===== src/rtl/uart_tx_pkg.sv =====
package uart_tx_pkg;

  localparam int unsigned MIN_DATA_BITS = 5;

  typedef enum logic [3:0] {
    ST_IDLE, ST_ARM, ST_START, ST_DATA, ST_PARITY,
    ST_STOP, ST_HALF, ST_BREAK, ST_BRK_END
  } tx_state_e;

  typedef enum logic [1:0] {
    PAR_NONE = 2'd0, PAR_EVEN = 2'd1, PAR_ODD = 2'd2, PAR_OFF = 2'd3
  } parity_e;

  typedef enum logic [1:0] {
    STOP_ONE = 2'd0, STOP_ONE_HALF = 2'd1, STOP_TWO = 2'd2, STOP_TWO_ALT = 2'd3
  } stop_e;

  typedef struct packed {
    logic [1:0] len;
    parity_e    par;
    stop_e      stop;
    logic       osr_alt;
  } tx_cfg_t;

endpackage


===== src/rtl/uart_tx_flow_gate.sv =====
module uart_tx_flow_gate (
  input  logic hw_en_i,
  input  logic sw_en_i,
  input  logic cts_i,
  input  logic xoff_i,
  output logic open_o
);

  logic hw_ok, sw_ok;

  assign hw_ok  = !hw_en_i || cts_i;
  assign sw_ok  = !sw_en_i || !xoff_i;
  assign open_o = hw_ok && sw_ok;

endmodule


===== src/rtl/uart_tx_shifter.sv =====
module uart_tx_shifter
  import uart_tx_pkg::*;
#(
  parameter int unsigned DATA_W = 8
) (
  input  logic              clk_i,
  input  logic              rst_ni,
  input  logic              load_i,
  input  logic              shift_i,
  input  logic [DATA_W-1:0] data_i,
  input  logic [1:0]        len_i,
  input  parity_e           par_i,
  output logic              bit_o,
  output logic              par_o
);

  localparam int unsigned CNT_W = $clog2(DATA_W) + 1;

  logic [DATA_W-1:0] sh_q, mask, masked;
  logic [CNT_W-1:0]  nbits;
  logic              par_q;

  assign nbits = CNT_W'(MIN_DATA_BITS) + CNT_W'(len_i);

  for (genvar i = 0; i < DATA_W; i++) begin : g_mask
    assign mask[i] = CNT_W'(i) < nbits;
  end

  assign masked = data_i & mask;

  always_ff @(posedge clk_i or negedge rst_ni) begin
    if (!rst_ni) begin
      sh_q  <= '0;
      par_q <= 1'b0;
    end else if (load_i) begin
      sh_q  <= masked;
      par_q <= (^masked) ^ (par_i == PAR_ODD);
    end else if (shift_i) begin
      sh_q  <= sh_q >> 1;
    end
  end

  assign bit_o = sh_q[0];
  assign par_o = par_q;

endmodule


===== src/rtl/uart_tx_half_timer.sv =====
module uart_tx_half_timer #(
  parameter int unsigned OSR_STD = 16,
  parameter int unsigned OSR_ALT = 13
) (
  input  logic clk_i,
  input  logic rst_ni,
  input  logic clear_i,
  input  logic sample_tick_i,
  input  logic osr_alt_i,
  output logic done_o
);

  localparam int unsigned CNT_W    = $clog2(OSR_STD);
  localparam int unsigned HALF_STD = OSR_STD / 2;
  localparam int unsigned HALF_ALT = OSR_ALT / 2;

  logic [CNT_W-1:0] cnt_q, last;

  assign last = osr_alt_i ? CNT_W'(HALF_ALT - 1) : CNT_W'(HALF_STD - 1);

  always_ff @(posedge clk_i or negedge rst_ni) begin
    if (!rst_ni)            cnt_q <= '0;
    else if (clear_i)       cnt_q <= '0;
    else if (sample_tick_i) cnt_q <= cnt_q + 1'b1;
  end

  assign done_o = !clear_i && sample_tick_i && (cnt_q == last);

  AST_HALF_WITHIN: assert property (@(posedge clk_i) disable iff (!rst_ni)
    !clear_i |-> cnt_q <= last);

endmodule


===== src/rtl/uart_tx_fsm.sv =====
module uart_tx_fsm
  import uart_tx_pkg::*;
#(
  parameter int unsigned DATA_W = 8
) (
  input  logic    clk_i,
  input  logic    rst_ni,
  input  tx_cfg_t cfg_i,
  input  logic    valid_i,
  input  logic    gate_open_i,
  input  logic    break_i,
  input  logic    bit_tick_i,
  input  logic    half_done_i,
  input  logic    data_bit_i,
  input  logic    par_bit_i,
  output logic    ready_o,
  output logic    load_o,
  output logic    shift_o,
  output logic    half_clear_o,
  output logic    osr_alt_o,
  output logic    tx_o
);

  localparam int unsigned IDX_W = $clog2(DATA_W);

  tx_state_e        state_q, state_d;
  tx_cfg_t          cfg_q;
  logic [IDX_W-1:0] idx_q, idx_d, last_idx;
  logic             stop2_q, stop2_d;
  logic             par_en, two_stop, half_stop;

  assign last_idx  = IDX_W'(MIN_DATA_BITS - 1) + IDX_W'(cfg_q.len);
  assign par_en    = (cfg_q.par == PAR_EVEN) || (cfg_q.par == PAR_ODD);
  assign two_stop  = (cfg_q.stop == STOP_TWO) || (cfg_q.stop == STOP_TWO_ALT);
  assign half_stop = cfg_q.stop == STOP_ONE_HALF;

  assign ready_o      = (state_q == ST_IDLE) && !break_i && gate_open_i;
  assign load_o       = valid_i && ready_o;
  assign shift_o      = (state_q == ST_DATA) && bit_tick_i && (idx_q != last_idx);
  assign half_clear_o = state_q != ST_HALF;
  assign osr_alt_o    = cfg_q.osr_alt;

  always_comb begin
    state_d = state_q;
    idx_d   = idx_q;
    stop2_d = stop2_q;
    unique case (state_q)
      ST_IDLE: begin
        if (break_i)     state_d = ST_BREAK;
        else if (load_o) state_d = ST_ARM;
      end
      ST_ARM: if (bit_tick_i) state_d = ST_START;
      ST_START: if (bit_tick_i) begin
        state_d = ST_DATA;
        idx_d   = '0;
      end
      ST_DATA: if (bit_tick_i) begin
        if (idx_q == last_idx) begin
          state_d = par_en ? ST_PARITY : ST_STOP;
          stop2_d = 1'b0;
        end else begin
          idx_d = idx_q + 1'b1;
        end
      end
      ST_PARITY: if (bit_tick_i) begin
        state_d = ST_STOP;
        stop2_d = 1'b0;
      end
      ST_STOP: if (bit_tick_i) begin
        if (two_stop && !stop2_q) stop2_d = 1'b1;
        else if (half_stop)       state_d = ST_HALF;
        else                      state_d = ST_IDLE;
      end
      ST_HALF: if (half_done_i) state_d = ST_IDLE;
      ST_BREAK: if (!break_i) state_d = ST_BRK_END;
      ST_BRK_END: if (bit_tick_i) begin
        state_d = ST_STOP;
        stop2_d = 1'b0;
      end
      default: state_d = ST_IDLE;
    endcase
  end

  always_ff @(posedge clk_i or negedge rst_ni) begin
    if (!rst_ni) begin
      state_q <= ST_IDLE;
      idx_q   <= '0;
      stop2_q <= 1'b0;
      cfg_q   <= '0;
    end else begin
      state_q <= state_d;
      idx_q   <= idx_d;
      stop2_q <= stop2_d;
      if (state_q == ST_IDLE) cfg_q <= cfg_i;
    end
  end

  always_comb begin
    unique case (state_q)
      ST_START, ST_BREAK: tx_o = 1'b0;
      ST_DATA:            tx_o = data_bit_i;
      ST_PARITY:          tx_o = par_bit_i;
      default:            tx_o = 1'b1;
    endcase
  end

  AST_ARM_LINE_HIGH: assert property (@(posedge clk_i) disable iff (!rst_ni)
    (valid_i && ready_o) |=> tx_o);

  AST_DATA_STABLE: assert property (@(posedge clk_i) disable iff (!rst_ni)
    (state_q == ST_DATA && !bit_tick_i) |=> $stable(tx_o));

  AST_BREAK_LOW: assert property (@(posedge clk_i) disable iff (!rst_ni)
    (state_q == ST_BREAK && break_i) |=> !tx_o && !ready_o);

  AST_BREAK_RECOVER: assert property (@(posedge clk_i) disable iff (!rst_ni)
    (state_q == ST_BREAK && !break_i) |=> tx_o && !ready_o);

  AST_HALF_EXIT: assert property (@(posedge clk_i) disable iff (!rst_ni)
    (state_q == ST_HALF && half_done_i) |=> state_q == ST_IDLE);

  AST_FRAME_NOT_GATED: assert property (@(posedge clk_i) disable iff (!rst_ni)
    (state_q == ST_START && !bit_tick_i) |=> state_q == ST_START);

endmodule


===== src/rtl/uart_tx_core.sv =====
module uart_tx_core
  import uart_tx_pkg::*;
#(
  parameter int unsigned DATA_W  = 8,
  parameter int unsigned OSR_STD = 16,
  parameter int unsigned OSR_ALT = 13
) (
  input  logic              clk_i,
  input  logic              rst_ni,
  input  logic [1:0]        data_len_i,
  input  logic [1:0]        parity_i,
  input  logic [1:0]        stop_i,
  input  logic              osr_alt_i,
  input  logic              hw_flow_en_i,
  input  logic              sw_flow_en_i,
  input  logic              cts_i,
  input  logic              xoff_i,
  input  logic              break_i,
  input  logic [DATA_W-1:0] data_i,
  input  logic              valid_i,
  output logic              ready_o,
  input  logic              bit_tick_i,
  input  logic              sample_tick_i,
  output logic              tx_o
);

  tx_cfg_t cfg;
  logic gate_open, load, shift, half_clear, half_done, osr_alt_q, data_bit, par_bit;

  assign cfg.len     = data_len_i;
  assign cfg.par     = parity_e'(parity_i);
  assign cfg.stop    = stop_e'(stop_i);
  assign cfg.osr_alt = osr_alt_i;

  uart_tx_flow_gate i_gate (
    .hw_en_i (hw_flow_en_i),
    .sw_en_i (sw_flow_en_i),
    .cts_i   (cts_i),
    .xoff_i  (xoff_i),
    .open_o  (gate_open)
  );

  uart_tx_shifter #(.DATA_W(DATA_W)) i_shifter (
    .clk_i   (clk_i),
    .rst_ni  (rst_ni),
    .load_i  (load),
    .shift_i (shift),
    .data_i  (data_i),
    .len_i   (cfg.len),
    .par_i   (cfg.par),
    .bit_o   (data_bit),
    .par_o   (par_bit)
  );

  uart_tx_half_timer #(.OSR_STD(OSR_STD), .OSR_ALT(OSR_ALT)) i_half (
    .clk_i         (clk_i),
    .rst_ni        (rst_ni),
    .clear_i       (half_clear),
    .sample_tick_i (sample_tick_i),
    .osr_alt_i     (osr_alt_q),
    .done_o        (half_done)
  );

  uart_tx_fsm #(.DATA_W(DATA_W)) i_fsm (
    .clk_i        (clk_i),
    .rst_ni       (rst_ni),
    .cfg_i        (cfg),
    .valid_i      (valid_i),
    .gate_open_i  (gate_open),
    .break_i      (break_i),
    .bit_tick_i   (bit_tick_i),
    .half_done_i  (half_done),
    .data_bit_i   (data_bit),
    .par_bit_i    (par_bit),
    .ready_o      (ready_o),
    .load_o       (load),
    .shift_o      (shift),
    .half_clear_o (half_clear),
    .osr_alt_o    (osr_alt_q),
    .tx_o         (tx_o)
  );

endmodule


===== config.mk =====
export PLATFORM = sky130hd
export DESIGN_NAME = uart_tx_core
export DESIGN_NICKNAME = d
export VERILOG_FILES = /design/src/rtl/uart_tx_pkg.sv /design/src/rtl/uart_tx_flow_gate.sv /design/src/rtl/uart_tx_shifter.sv /design/src/rtl/uart_tx_half_timer.sv /design/src/rtl/uart_tx_fsm.sv /design/src/rtl/uart_tx_core.sv
export SDC_FILE = /design/constraint.sdc
export NUM_CORES = 1
export LEC_CHECK = 0
export ABC_AREA = 1
export BUFFER_PORTS_ARGS = -buffer_cell sky130_fd_sc_hd__buf_2
export CELL_PAD_IN_SITES_DETAIL_PLACEMENT = 1
export CELL_PAD_IN_SITES_GLOBAL_PLACEMENT = 2
export CORE_MARGIN = 2
export CORE_UTILIZATION = 28
export CTS_CLUSTER_SIZE = 25
export DETAILED_ROUTE_END_ITERATION = 7
export GPL_TIMING_DRIVEN = 0
export PLACE_DENSITY_LB_ADDON = 0.12
export SLEW_MARGIN = 10
export SYNTH_ARGS = -nofsm -noshare
export SYNTH_HDL_FRONTEND = slang
export SYNTH_SLANG_ARGS = --single-unit

===== constraint.sdc =====
create_clock -name clk_i -period 1.33 [get_ports clk_i]
set_input_delay 0 -clock clk_i [delete_from_list [all_inputs] [get_ports clk_i]]
set_output_delay 0 -clock clk_i [all_outputs]
set_load 0.02 [all_outputs]

* Word level (Yosys, flattened, before mapping)
Cells that the tools add are included.
Word-level totals: register bits 28, input bits 25, output and inout port bits 2, word-level logic and storage cells 114
Operators by class: add/subtract/negate cells 4, order comparisons 8, equal/unequal tests 30, multiplexer cells 30, bitwise gates (word level) 2, reduce and logical (&&, ||, !) cells 30
Operators by type and width (number):
- $mux W4 | 13
- $pmux W4 S8 | 1
- $ne A2 B2 Y1 const B | 9
- $eq A4 B3 Y1 const B | 4
- $lt A3 B4 Y1 const A | 4
- $mux W8 | 2
- $mux W3 | 4
- $reduce_and A10 Y1 | 1
- $logic_and A1 B1 Y1 | 9
- $and A8 B8 Y8 | 1
- $eq A2 B2 Y1 const B | 4
- $eq A4 B2 Y1 const B | 2
- $lt A1 B4 Y1 const A | 2
- $lt A2 B4 Y1 const A | 2
- $reduce_xor A8 Y1 | 1
- $logic_not A1 Y1 | 6
- $mux W1 | 6
- $pmux W1 S3 | 2
- $pmux W3 S2 | 1
- $reduce_and A6 Y1 | 1
- $reduce_bool A2 Y1 | 3
- $add A3 B2 Y4 const A | 1
- $add A4 B1 Y4 const B | 1
- $eq A2 B1 Y1 const B | 2
- 17 further kinds | 22

* Depth between registers and ports, before layout
depth after elaboration 8, mapped depth 11, gate-level depth less buffers 11

* Hierarchy
A second synthesis with hierarchy kept.
Unflattened totals: cell total of the unflattened synthesis 259, area, all modules 1875.5 um^2
Modules (own cells, without submodules):
- uart_tx_fsm | times used 1, cells each 135, area each 1017.2 um^2, seq. area each 375.4 um^2
- uart_tx_shifter | times used 1, cells each 92, area each 609.3 um^2, seq. area each 225.2 um^2
- uart_tx_half_timer | times used 1, cells each 27, area each 230.2 um^2, seq. area each 100.1 um^2
- uart_tx_flow_gate | times used 1, cells each 5, area each 18.8 um^2, seq. area each 0.0 um^2

* Least setup slack after synthesis
No wires, ideal clock.
kind register to output, from register i_fsm.state_q[1], to output port tx_o, arrival time 1543 ps, required time 1330 ps, path slack -213 ps, stages on the path, launching flop included 4, buffers on the path 0, cell sequence dfrtp_1 -> nand2_1 -> nor2_1 -> o311ai_0
Between the ends: word-level cells in the longest chain between the ends 3, elaborated cells between the ends (all ways) 6, classes of those cells eq/ne: 4; mux: 1; reduce/logical: 1
Ends and longest elaborated chain:
- from (decl) | RTL line uart_tx_fsm.sv:26 | tx_state_e state_q, state_d;
- from (signal assigned) | RTL line uart_tx_fsm.sv:91 | state_q <= state_d;
- $eq A4 B2 Y1 or $eq A4 B3 Y1 (tied branches) | RTL line uart_tx_fsm.sv:99 | unique case (state_q)
- $reduce_or A2 Y1 | RTL line uart_tx_fsm.sv:99
- $pmux W1 S3 (*) | RTL line uart_tx_fsm.sv:99
- to (decl) | RTL line uart_tx_core.sv:24 | output logic tx_o
Mark *: on every way between the ends. The rest lies on a longest branch, timed or not.

* Worst setup path in the final report
from register i_fsm.state_q[2], to register i_shifter.sh_q[3]
Between the ends: word-level cells in the longest chain between the ends 5, elaborated cells between the ends (all ways) 9, classes of those cells eq/ne: 1; mux: 1; reduce/logical: 7
Ends and longest elaborated chain:
- $logic_not A4 Y1 | RTL line uart_tx_fsm.sv:37 | assign ready_o = (state_q == ST_IDLE) && !break_i && gate_open_i;
- $logic_and A1 B1 Y1 (2 in a row) | RTL line uart_tx_fsm.sv:37
- $logic_and A1 B1 Y1 | RTL line uart_tx_fsm.sv:38 | assign load_o = valid_i && ready_o;
- $mux W8 or $reduce_bool A2 Y1 (tied branches)
- to (signal assigned) | RTL line uart_tx_shifter.sv:36 | sh_q <= masked;
- to (signal assigned) | RTL line uart_tx_shifter.sv:39 | sh_q <= sh_q >> 1;
- to (decl) | RTL line uart_tx_shifter.sv:19 | logic [DATA_W-1:0] sh_q, mask, masked;
Several ways; a longest one is shown, not always the timed one. A chain may end at the register's enable or synchronous reset.

==> flow_summary.ini <==
[sta]
maxSlewHeadroom = 0.548
rsz0062_at_grt = yes
setup_ws_ps = -212
final.min_clock_period_ps = 1540
drv_slew = 0
fin_skew_ps = 5.01
timing.final.hold_violations = 0
period_share = 1.16
setup_viol = 19
worstMarginPinSlew_ps = 679
fmax_mhz = 649

[run]
cap_violations = 0

[route]
avgViaCountPerCell = 4.55
wl_per_cell_um = 12.6
firstDrtPassIters = 4
drc = 0
vias = 1759
ant_nets = 0
drt_iter0_markers = 43
drt_wl_total_um = 4870

[logic_synthesis]
synthDistinctLibCells = 30
avgSynthCellArea_um2 = 7.10
syn_inst = 251
synth-main-ff-cell = dfrtp_1
synth-seq-cells = 28
async_reset_ff_frac = 1.00
syn_nets = 278
synth-edff-count = 0
seq_area_frac_synth = 0.393
syn-cell-area_um2 = 1780
yosys_warnings = 0

[global_route]
grt_usage = 0.146
grt_first_pass_wirelength_um = 8370
grt_start_max_net_pins = 29
grt_pass1_vias = 1829
grt_overflow = 0
grt_antenna_before_repair = 0

[pwr]
irDropWorstVdd_uv = 1010
switching_share = 0.445
clockPowerShare = 0.096
power_frac_comb = 0.614
switchingPower_mw = 2.18
p_int_mw = 2.72
p_leak_nw = 1.33
p_seq_frac = 0.291
powerDensity_nw_per_um2 = 1940

[run_status]
status = complete, but fails checks
failed_checks = negative setup slack

[die]
rows = 29
start_util = 0.285
die_h_um = 83.8
die_area_um2 = 7020
ios = 27
core_region_area_um2 = 6240
dieWidth_um = 83.8

[clock_network]
cts_sinks = 28
cts_buffers = 3
clk_pin_slew_ps = 100
cts_tree = yes
ctsRootBufferMaster = clkbuf_8
clk_latency_ps = 270
clockBufferDepth = 2
htreeDepth = 1

[hold_path]
hold_path_class = in -> reg

[placed_design]
preCtsSetupSlack_ps = -270
hpwl_um = 3490
port-buffer-count = 26
routabilityCongestion = 0.715

[layout]
final_cell_mix = nand2_1 (87), inv_1 (34), dfrtp_1 (25)
fin_util = 0.405
n_antenna_cell = 0
nFillCells = 786
drive_gt1_frac = 0.342
areaGrowthSynthToFinish_pct = 41.9
mostFrequentLayoutCell = nand2_1
nets = 339

[critical_path]
cp_data_arrival_time_ps = 1750
crit_fanout = 6
crit_path_end_kind = flop
rrSetupSlack_ps = -210
critical_path_class = reg -> reg
required_ps = 1540
startpoint_type = flop
[final cells by class]
class,instances,area [µm²],area share
Inverter,40,159,0.0629
Clock buffer,3,41.3,0.0163
Tap cell,77,96.3,0.0381
Sequential cell,28,704,0.279
Buffer,1,15.0,0.00594
Timing Repair Buffer,56,443,0.175
Multi-Input combinational cell,182,1070,0.423
[stage by stage]
step	setup TNS, ps	hold slack (ps)	power (mW)	std cells	cell area, µm²
2_1_floorplan	-234	-296	2.86	251	1780
3_3_place_gp	-3570	88.1	3.38	354	2010
3_5_place_dp	-3440	84.2	3.39	354	2010
4_1_cts	-2810	0.0903	4.43	375	2320
5_1_grt	-5030	13.4	5.39	387	2530
6_report	-2980	7.09	4.90	387	2530
[sequential cells by signal (all words and copies together), names as in the netlist]
| register | count |
|---|---|
| i_half.cnt_q | 4 |
| i_fsm.idx_q | 3 |
| i_fsm.stop2_q | 1 |
| i_fsm.state_q | 4 |
| i_fsm.osr_alt_o | 1 |
| i_fsm.cfg_q | 6 |
| i_shifter.par_o | 1 |
| i_shifter.sh_q | 8 |
[cells in the mapped netlist (all sizes together) (2+ instances only)]
master / instances / area share
nand4: 5 / 0.018
nand3: 20 / 0.066
nand2: 102 / 0.23
a21oi: 6 / 0.017
o211ai: 3 / 0.021
nor3: 3 / 0.0084
dfrtp: 28 / 0.39
nor2: 16 / 0.056
xor2: 2 / 0.0098
o21ai: 14 / 0.044
inv: 40 / 0.084
ha: 2 / 0.014
[per-layer routing]
| metal | part of all wire | GRT usage | wire length, µm | vias to the layer above |
|---|---|---|---|---|
| li1 | - | - | - | 910 |
| met2 | 0.51 | 0.266 | 2470 | 25 |
| met4 | 0.012 | 0.0308 | 58 | 0 |
| met5 | 0 | 0 | 0 | - |
| met3 | 0.019 | 0.0148 | 92 | 4 |
| met1 | 0.46 | 0.186 | 2250 | 820 |
[logic make-up (layout without fill, tap and decap cells)]
family,count (synthesis),after routing,share of synthesized area
simple gates,150,150,0.390
buf+inv,41,100,0.0906
flops,28,28,0.393
compound gates,27,27,0.0976
xor+xnor,3,3,0.0147
fa+ha+maj,2,2,0.0140
[power groups by stage]
stage	Sequential (mW)	Combinational [mW]	Clock, mW
global placement	1.43	1.94	0
detailed placement	1.44	1.96	0
global route	1.47	3.38	0.540
CTS	1.43	2.50	0.501
floorplan	1.37	1.48	0
finish	1.42	3.01	0.468
[timing repair]
item                       in CTS  in global routing
resized for setup              28                 32
hold endpoints to repair       34                  0
pin swaps                       8                 13
hold buffers                    7                  0
setup endpoints to repair      21                 22
gates cloned                    0                  1
buffers inserted               11                 11
[critical path: stages, from the launching register on]
cell	delay [ps]
dfrtp_2	450
nor2_4	190
nand2_4	90
nor2_4	150
nand3_4	150
clkbuf_16	230
o21ai_2	100
nand2_1	70
o21ai_2	50
[worst paths after layout]
| check | startpoint | to | depth (start not counted) |
|---|---|---|---|
| setup / recovery | i_fsm.state_q[2] | i_shifter.sh_q[3] | 8 |
| hold / removal | data_len_i[1] | i_fsm.cfg_q[6] | 3 |
| setup reg to reg | i_fsm.state_q[2] | i_shifter.sh_q[3] | 8 |
| hold reg to reg | i_shifter.sh_q[2] | i_shifter.sh_q[2] | 2 |
| max in group asynchronous | rst_ni | i_fsm.state_q[1] | 2 |
| min in group asynchronous | rst_ni | i_half.cnt_q[0] | 2 |
Note: power is estimated with default switching activity, not from simulation.
